<file path="config.mk">
export PLATFORM = sky130hd
export DESIGN_NAME = fxp_time_counter
export DESIGN_NICKNAME = d
export VERILOG_FILES = /design/src/rtl/fxp_time_pkg.sv /design/src/rtl/fxp_tick_prescaler.sv /design/src/rtl/fxp_inc_unit.sv /design/src/rtl/fxp_time_accum.sv /design/src/rtl/fxp_read_snap.sv /design/src/rtl/fxp_time_counter.sv
export SDC_FILE = /design/constraint.sdc
export NUM_CORES = 1
export LEC_CHECK = 0
export ABC_AREA = 1
export BUFFER_PORTS_ARGS = -buffer_cell sky130_fd_sc_hd__buf_2
export CAP_MARGIN = 20
export CELL_PAD_IN_SITES_DETAIL_PLACEMENT = 0
export CELL_PAD_IN_SITES_GLOBAL_PLACEMENT = 1
export CORE_UTILIZATION = 41
export DETAILED_ROUTE_END_ITERATION = 12
export PLACE_DENSITY_LB_ADDON = 0.1
export SYNTH_ARGS = -nofsm -noshare
export SYNTH_HDL_FRONTEND = slang
export SYNTH_SLANG_ARGS = --single-unit
</file>
<file path="constraint.sdc">
create_clock -name clk -period 2.87 [get_ports clk]
set_input_delay 0.1435 -clock clk [delete_from_list [all_inputs] [get_ports clk]]
set_output_delay 0.1435 -clock clk [all_outputs]
set_load 0.005 [all_outputs]
</file>
<file path="src/rtl/fxp_time_pkg.sv">
`timescale 1ns/1ps
package fxp_time_pkg;
  typedef enum logic [1:0] {
    SPD_FAST = 2'd0,
    SPD_MID  = 2'd1,
    SPD_SLOW = 2'd2,
    SPD_RSVD = 2'd3
  } speed_e;

  localparam int NARROW_FIELD_W = 24;
  localparam int PERIOD_W       = 8;
endpackage

</file>
<file path="src/rtl/fxp_tick_prescaler.sv">
`timescale 1ns/1ps
module fxp_tick_prescaler #(
  parameter int MID_DIV  = 10,
  parameter int SLOW_DIV = 100
) (
  input  logic       clk,
  input  logic       rst_n,
  input  logic       clr,
  input  logic       run_en,
  input  logic       osc_tick,
  input  logic [1:0] link_speed,
  output logic       tick
);
  import fxp_time_pkg::*;
  localparam int CW = $clog2(SLOW_DIV + 1);

  logic [CW-1:0] cnt_q, cnt_inc, limit;
  speed_e        spd;

  always_comb begin
    spd = speed_e'(link_speed);
    case (spd)
      SPD_MID:  limit = CW'(MID_DIV);
      SPD_SLOW: limit = CW'(SLOW_DIV);
      default:  limit = CW'(1);
    endcase
    cnt_inc = cnt_q + CW'(1);
    tick    = run_en && osc_tick && (cnt_inc >= limit);
  end

  always_ff @(posedge clk or negedge rst_n) begin
    if (!rst_n)                cnt_q <= '0;
    else if (clr)              cnt_q <= '0;
    else if (run_en && osc_tick) cnt_q <= tick ? '0 : cnt_inc;
  end

  // divided speeds never produce back-to-back ticks
  a_r3_spaced_ticks: assert property (@(posedge clk) disable iff (!rst_n)
    (tick && (link_speed == 2'd1 || link_speed == 2'd2)) |=> !tick);
endmodule

</file>
<file path="src/rtl/fxp_inc_unit.sv">
`timescale 1ns/1ps
module fxp_inc_unit #(
  parameter int          TIME_W    = 64,
  parameter bit          NARROW    = 1'b0,
  parameter logic [31:0] INC_RESET = 32'h6666_6666
) (
  input  logic              clk,
  input  logic              rst_n,
  input  logic              clr,
  input  logic              tick,
  input  logic              inc_wr_en,
  input  logic [31:0]       inc_wr_data,
  output logic              add_en,
  output logic [TIME_W-1:0] add_val
);
  import fxp_time_pkg::*;

  generate
    if (NARROW) begin : g_narrow
      logic [31:0]          incn_q;
      logic [PERIOD_W-1:0]  pcnt_q;
      logic [PERIOD_W-1:0]  period;
      logic [PERIOD_W:0]    pcnt_inc;

      assign period   = incn_q[31:32-PERIOD_W];
      assign pcnt_inc = {1'b0, pcnt_q} + (PERIOD_W+1)'(1);
      assign add_en   = tick && (period != '0) && (pcnt_inc >= {1'b0, period});
      assign add_val  = {{(TIME_W-NARROW_FIELD_W){1'b0}}, incn_q[NARROW_FIELD_W-1:0]};

      always_ff @(posedge clk or negedge rst_n) begin
        if (!rst_n) begin
          incn_q <= INC_RESET;
          pcnt_q <= '0;
        end else begin
          if (inc_wr_en) incn_q <= inc_wr_data;
          if (clr)                          pcnt_q <= '0;
          else if (tick && period != '0)    pcnt_q <= add_en ? '0 : pcnt_inc[PERIOD_W-1:0];
        end
      end

      // a zero period field never produces an addition
      a_r5_zero_period_idle: assert property (@(posedge clk) disable iff (!rst_n)
        (incn_q[31:32-PERIOD_W] == '0) |-> !add_en);
    end else begin : g_wide
      logic [30:0] incw_q;
      logic        unused_sign;

      assign unused_sign = inc_wr_data[31];
      assign add_en      = tick;
      assign add_val     = {{(TIME_W-31){1'b0}}, incw_q};

      always_ff @(posedge clk or negedge rst_n) begin
        if (!rst_n)         incw_q <= INC_RESET[30:0];
        else if (inc_wr_en) incw_q <= inc_wr_data[30:0];
      end

      // the increment register changes only on a write
      a_r4_inc_hold: assert property (@(posedge clk) disable iff (!rst_n)
        !inc_wr_en |=> $stable(incw_q));
    end
  endgenerate
endmodule

</file>
<file path="src/rtl/fxp_time_accum.sv">
`timescale 1ns/1ps
module fxp_time_accum #(
  parameter int TIME_W = 64
) (
  input  logic              clk,
  input  logic              rst_n,
  input  logic              clr,
  input  logic              load_en,
  input  logic [TIME_W-1:0] load_val,
  input  logic              add_en,
  input  logic [TIME_W-1:0] add_val,
  output logic [TIME_W-1:0] time_q
);
  always_ff @(posedge clk or negedge rst_n) begin
    if (!rst_n)       time_q <= '0;
    else if (clr)     time_q <= '0;
    else if (load_en) time_q <= load_val;
    else if (add_en)  time_q <= time_q + add_val;
  end

  a_r6_clear_zero: assert property (@(posedge clk) disable iff (!rst_n)
    clr |=> (time_q == '0));

  a_r7_load_wins: assert property (@(posedge clk) disable iff (!rst_n)
    (load_en && !clr) |=> (time_q == $past(load_val)));

  // modulo addition of the increment supplied by the increment unit
  a_r2_add_step: assert property (@(posedge clk) disable iff (!rst_n)
    (add_en && !clr && !load_en) |=> (time_q == $past(time_q) + $past(add_val)));
endmodule

</file>
<file path="src/rtl/fxp_read_snap.sv">
`timescale 1ns/1ps
module fxp_read_snap #(
  parameter int TIME_W = 64,
  localparam int HALF  = TIME_W / 2
) (
  input  logic              clk,
  input  logic              rst_n,
  input  logic [TIME_W-1:0] time_q,
  input  logic              rd_lo_en,
  input  logic              rd_hi_en,
  output logic [HALF-1:0]   rd_data
);
  logic [HALF-1:0] shadow_q;

  always_ff @(posedge clk or negedge rst_n) begin
    if (!rst_n)        shadow_q <= '0;
    else if (rd_lo_en) shadow_q <= time_q[TIME_W-1:HALF];
  end

  always_comb begin
    if (rd_lo_en)      rd_data = time_q[HALF-1:0];
    else if (rd_hi_en) rd_data = shadow_q;
    else               rd_data = '0;
  end

  a_r9_shadow_hold: assert property (@(posedge clk) disable iff (!rst_n)
    !rd_lo_en |=> $stable(shadow_q));
endmodule

</file>
<file path="src/rtl/fxp_time_counter.sv">
`timescale 1ns/1ps
module fxp_time_counter #(
  parameter int          TIME_W    = 64,
  parameter bit          NARROW    = 1'b0,
  parameter int          MID_DIV   = 10,
  parameter int          SLOW_DIV  = 100,
  parameter logic [31:0] INC_RESET = 32'h6666_6666
) (
  input  logic                  clk,
  input  logic                  rst_n,
  input  logic                  osc_tick,
  input  logic                  run_en,
  input  logic [1:0]            link_speed,
  input  logic                  clr,
  input  logic                  inc_wr_en,
  input  logic [31:0]           inc_wr_data,
  input  logic                  load_en,
  input  logic [TIME_W-1:0]     load_val,
  input  logic                  rd_lo_en,
  input  logic                  rd_hi_en,
  output logic [TIME_W/2-1:0]   rd_data
);
  logic              tick, add_en;
  logic [TIME_W-1:0] add_val, time_q;

  fxp_tick_prescaler #(.MID_DIV(MID_DIV), .SLOW_DIV(SLOW_DIV)) u_pre (
    .clk(clk), .rst_n(rst_n), .clr(clr), .run_en(run_en),
    .osc_tick(osc_tick), .link_speed(link_speed), .tick(tick));

  fxp_inc_unit #(.TIME_W(TIME_W), .NARROW(NARROW), .INC_RESET(INC_RESET)) u_inc (
    .clk(clk), .rst_n(rst_n), .clr(clr), .tick(tick),
    .inc_wr_en(inc_wr_en), .inc_wr_data(inc_wr_data),
    .add_en(add_en), .add_val(add_val));

  fxp_time_accum #(.TIME_W(TIME_W)) u_acc (
    .clk(clk), .rst_n(rst_n), .clr(clr), .load_en(load_en), .load_val(load_val),
    .add_en(add_en), .add_val(add_val), .time_q(time_q));

  fxp_read_snap #(.TIME_W(TIME_W)) u_rd (
    .clk(clk), .rst_n(rst_n), .time_q(time_q),
    .rd_lo_en(rd_lo_en), .rd_hi_en(rd_hi_en), .rd_data(rd_data));

  a_r8_freeze: assert property (@(posedge clk) disable iff (!rst_n)
    (!run_en && !clr && !load_en) |=> $stable(time_q));
endmodule

</file>
==> flow_summary.ini <==
[status]
outcome = completed

[die]
rows = 57
initial_core_util = 0.423
ios = 139
core_um2 = 24500
die_area_um2 = 25900
die_h_um = 161
die_w_um = 161

[routing]
first_pass_iters = 5
final_antenna_net_count = 0
post_drt_wl_per_cell_um = 17.4
drc_errors = 0
wirelength_mm = 37.4
via_count = 10700
via_per_inst = 5.00
drtIter0Drc = 777

[sta]
rsz0062_at_grt = true
slew-limit-headroom = 0.494
fin_crit_ns = 2.69
drv_slew = 0
hold_viol_final = 0
finClkSkew_ns = 0.0205
fmax_mhz = 371
hold_ws_ns = 0.00589
worstMarginPinSlew_ns = 0.760
setup_viol = 0
period_share = 0.939

[finish]
drive_gt1_frac = 0.145
final_nets = 1958
nFillCells = 2573
finalNonFillerCells = 2147
area_delta_synth_final_pct = 20.9
diodes = 0

[worst_hold_path]
hp-start = load_val[20]
hp-class = primary input to register

[synthesis]
ys_top_cells_by_count = nand2_1, inv_1, nor2_1, dfrtp_1, nand3_1
synthFlopType = dfrtp_1
yosysWarnings = 0
syn_area_per_cell_um2 = 6.36
synthTopCellsByArea = dfrtp_1, nand2_1, inv_1, nor2_1, nand3_1
synth_top_area_frac = 0.285
ys_ff_latch = 134
ys_seq_area_frac = 0.325
syn_inst = 1631
synthArstFlopShare = 1.00
synth_nets = 1779
yosysMostFrequentCell = nand2_1
syn-cell-area_um2 = 10400
synth_top_area_cell = dfrtp_1
synth_edf_count = 0
synth.distinct_cells = 45

[setup_path]
crit_path_start_kind = register
arrival_ns = 3.02
r2r_start = u_pre.cnt_q[1]
criticalPathCategory = register to register
cp_max_fo = 26
end_kind = register
setup.worst_path.start = u_pre.cnt_q[1]
worstPathRequired_ns = 3.20

[global_routing]
grt_pass1_wl_mm = 57.9
overflow = 0
grt_use_total = 0.297
grt_max_degree = 69
antenna_found_initial = 0
grt_pass1_vias = 10300

[clocking]
clk_pin_slew_worst_paths_ns = 0.08
cts_sinks = 134
clkLatencyLatePin_ns = 0.45
cts_root_buffer = clkbuf_16
cts_buffer_depth = 2
cts_tree = yes
htree_num_levels = 4
cts_made_buffers = 17

[pwr]
p_total_uw = 6330
p_leak_uw = 0.00671
power.density_nw_per_um2 = 505
ir_drop_mv = 0.332

[placed_design]
dp_hpwl_mm = 29.4
dp.cells = 2073
port_buffers = 137
gp_congestion = 0.947

[run]
maxCapViolations = 0
==> layout make-up <==
| class | instances | area (um2) | share of cell area |
|---|---|---|---|
| Inverter | 253 | 956 | 0.0762 |
| Sequential cell | 134 | 3370 | 0.269 |
| Timing Repair Buffer | 202 | 1390 | 0.111 |
| Multi-Input combinational cell | 1202 | 5830 | 0.465 |
| Tap cell | 324 | 405 | 0.0323 |
| Clock buffer | 17 | 425 | 0.0339 |
| Clock inverter | 15 | 158 | 0.0126 |
==> power by group <==
group | leakage, uW | internal [uW] | switching (uW) | total [uW]
Combinational | 0.00470 | 662 | 1190 | 1850
Clock | 0.000285 | 1170 | 1080 | 2250
Sequential | 0.00172 | 2080 | 156 | 2240
==> stage by stage <==
| stage | setup WS (ns) | TNS (ns) | utilization | instance area (um2) |
|---|---|---|---|---|
| 2_1_floorplan | 0.459 | 0 | - | 10400 |
| 3_3_place_gp | 0.235 | 0 | 0.470 | 11500 |
| 3_5_place_dp | 0.130 | 0 | 0.470 | 11500 |
| 4_1_cts | 0.106 | 0 | 0.511 | 12500 |
| 5_1_grt | -0.0117 | -0.0117 | 0.511 | 12500 |
| 6_report | 0.176 | 0 | 0.511 | 12500 |
==> registers in the layout, indices dropped and copies added, names as in the netlist <==
signal               count
u_acc.time_q            64
u_inc.g_wide.incw_q     31
u_rd.shadow_q           32
u_pre.cnt_q              7
==> critical path, cell delays in order (launching register included) <==
cell and delay, ns:
dfrtp_1 0.39, ha_2 0.22, nand4_1 0.14, nor2_1 0.15, xor2_1 0.20, inv_1 0.07, ha_1 0.31, a21o_1 0.19
a21oi_2 0.11, nand3_2 0.11, nand2_4 0.12, nand2_2 0.06, nand2_2 0.12, buf_12 0.18, nor2_1 0.06, o21ai_1 0.08
nand2_1 0.06
==> final timing paths <==
path | end | slack (ns) | cells after the start
min in group asynchronous | u_acc.time_q[7] | 0.29 | 2
worst max-delay path | u_acc.time_q[32] | 0.18 | 16
worst min-delay path | u_acc.time_q[20] | 0.006 | 5
worst min register to register | u_rd.shadow_q[0] | 0.47 | 2
worst max register to register | u_acc.time_q[32] | 0.18 | 16
max in group asynchronous | u_inc.g_wide.incw_q[29] | 1.85 | 3
==> routing by layer <==
| metal | vias to the layer above | wire [um] | global-route usage |
|---|---|---|---|
| met3 | 38 | 1850 | 0.0406 |
| met1 | 4979 | 17900 | 0.417 |
| met2 | 248 | 17000 | 0.484 |
| met5 | - | 0 | 0 |
| met4 | 0 | 563 | 0.0695 |
| li1 | 5473 | - | - |
==> kinds of logic (layout without fill, tap and decap cells) <==
| logic type | after synthesis | in the layout | share of synthesized area |
|---|---|---|---|
| mux | 34 | 34 | 0.0365 |
| compound gates | 160 | 160 | 0.0848 |
| buf+inv | 295 | 487 | 0.113 |
| flops | 134 | 134 | 0.325 |
| xor+xnor | 20 | 20 | 0.0169 |
| fa+ha+maj | 41 | 41 | 0.0502 |
| simple gates | 947 | 947 | 0.374 |
==> repair_timing <==
action,CTS,global route
endpoints found under the hold margin,97,0
gates resized for setup,0,2
hold buffers,41,0
buffers inserted,0,1
setup endpoints to repair,0,50
==> cell usage in the layout (no fill, tap or decap), types with 2 or more instances in the layout <==
cell and count:
inv_2 3, buf_12 8, clkbuf_16 17, clkinv_8 2, a21oi_1 20, clkinv_4 3
o21bai_1 5, nand2_2 4, xnor2_1 7, o22ai_1 28, buf_2 136, dlygate4sd3_1 41
dfstp_2 16, inv_8 5, nand4_1 25, ha_1 39, nand3b_1 5, buf_6 2
nand2_1 591, mux2_2 31, inv_1 248, mux2i_1 3, dfrtp_1 118, or2_2 4
nor2_1 183, buf_4 15, o21ai_1 11, nor2_2 2, inv_6 5, o211ai_1 5
nor3_1 13, xor2_1 13, nand3_1 111, o21ai_0 87
Note: power is estimated with default switching activity, not from simulation.
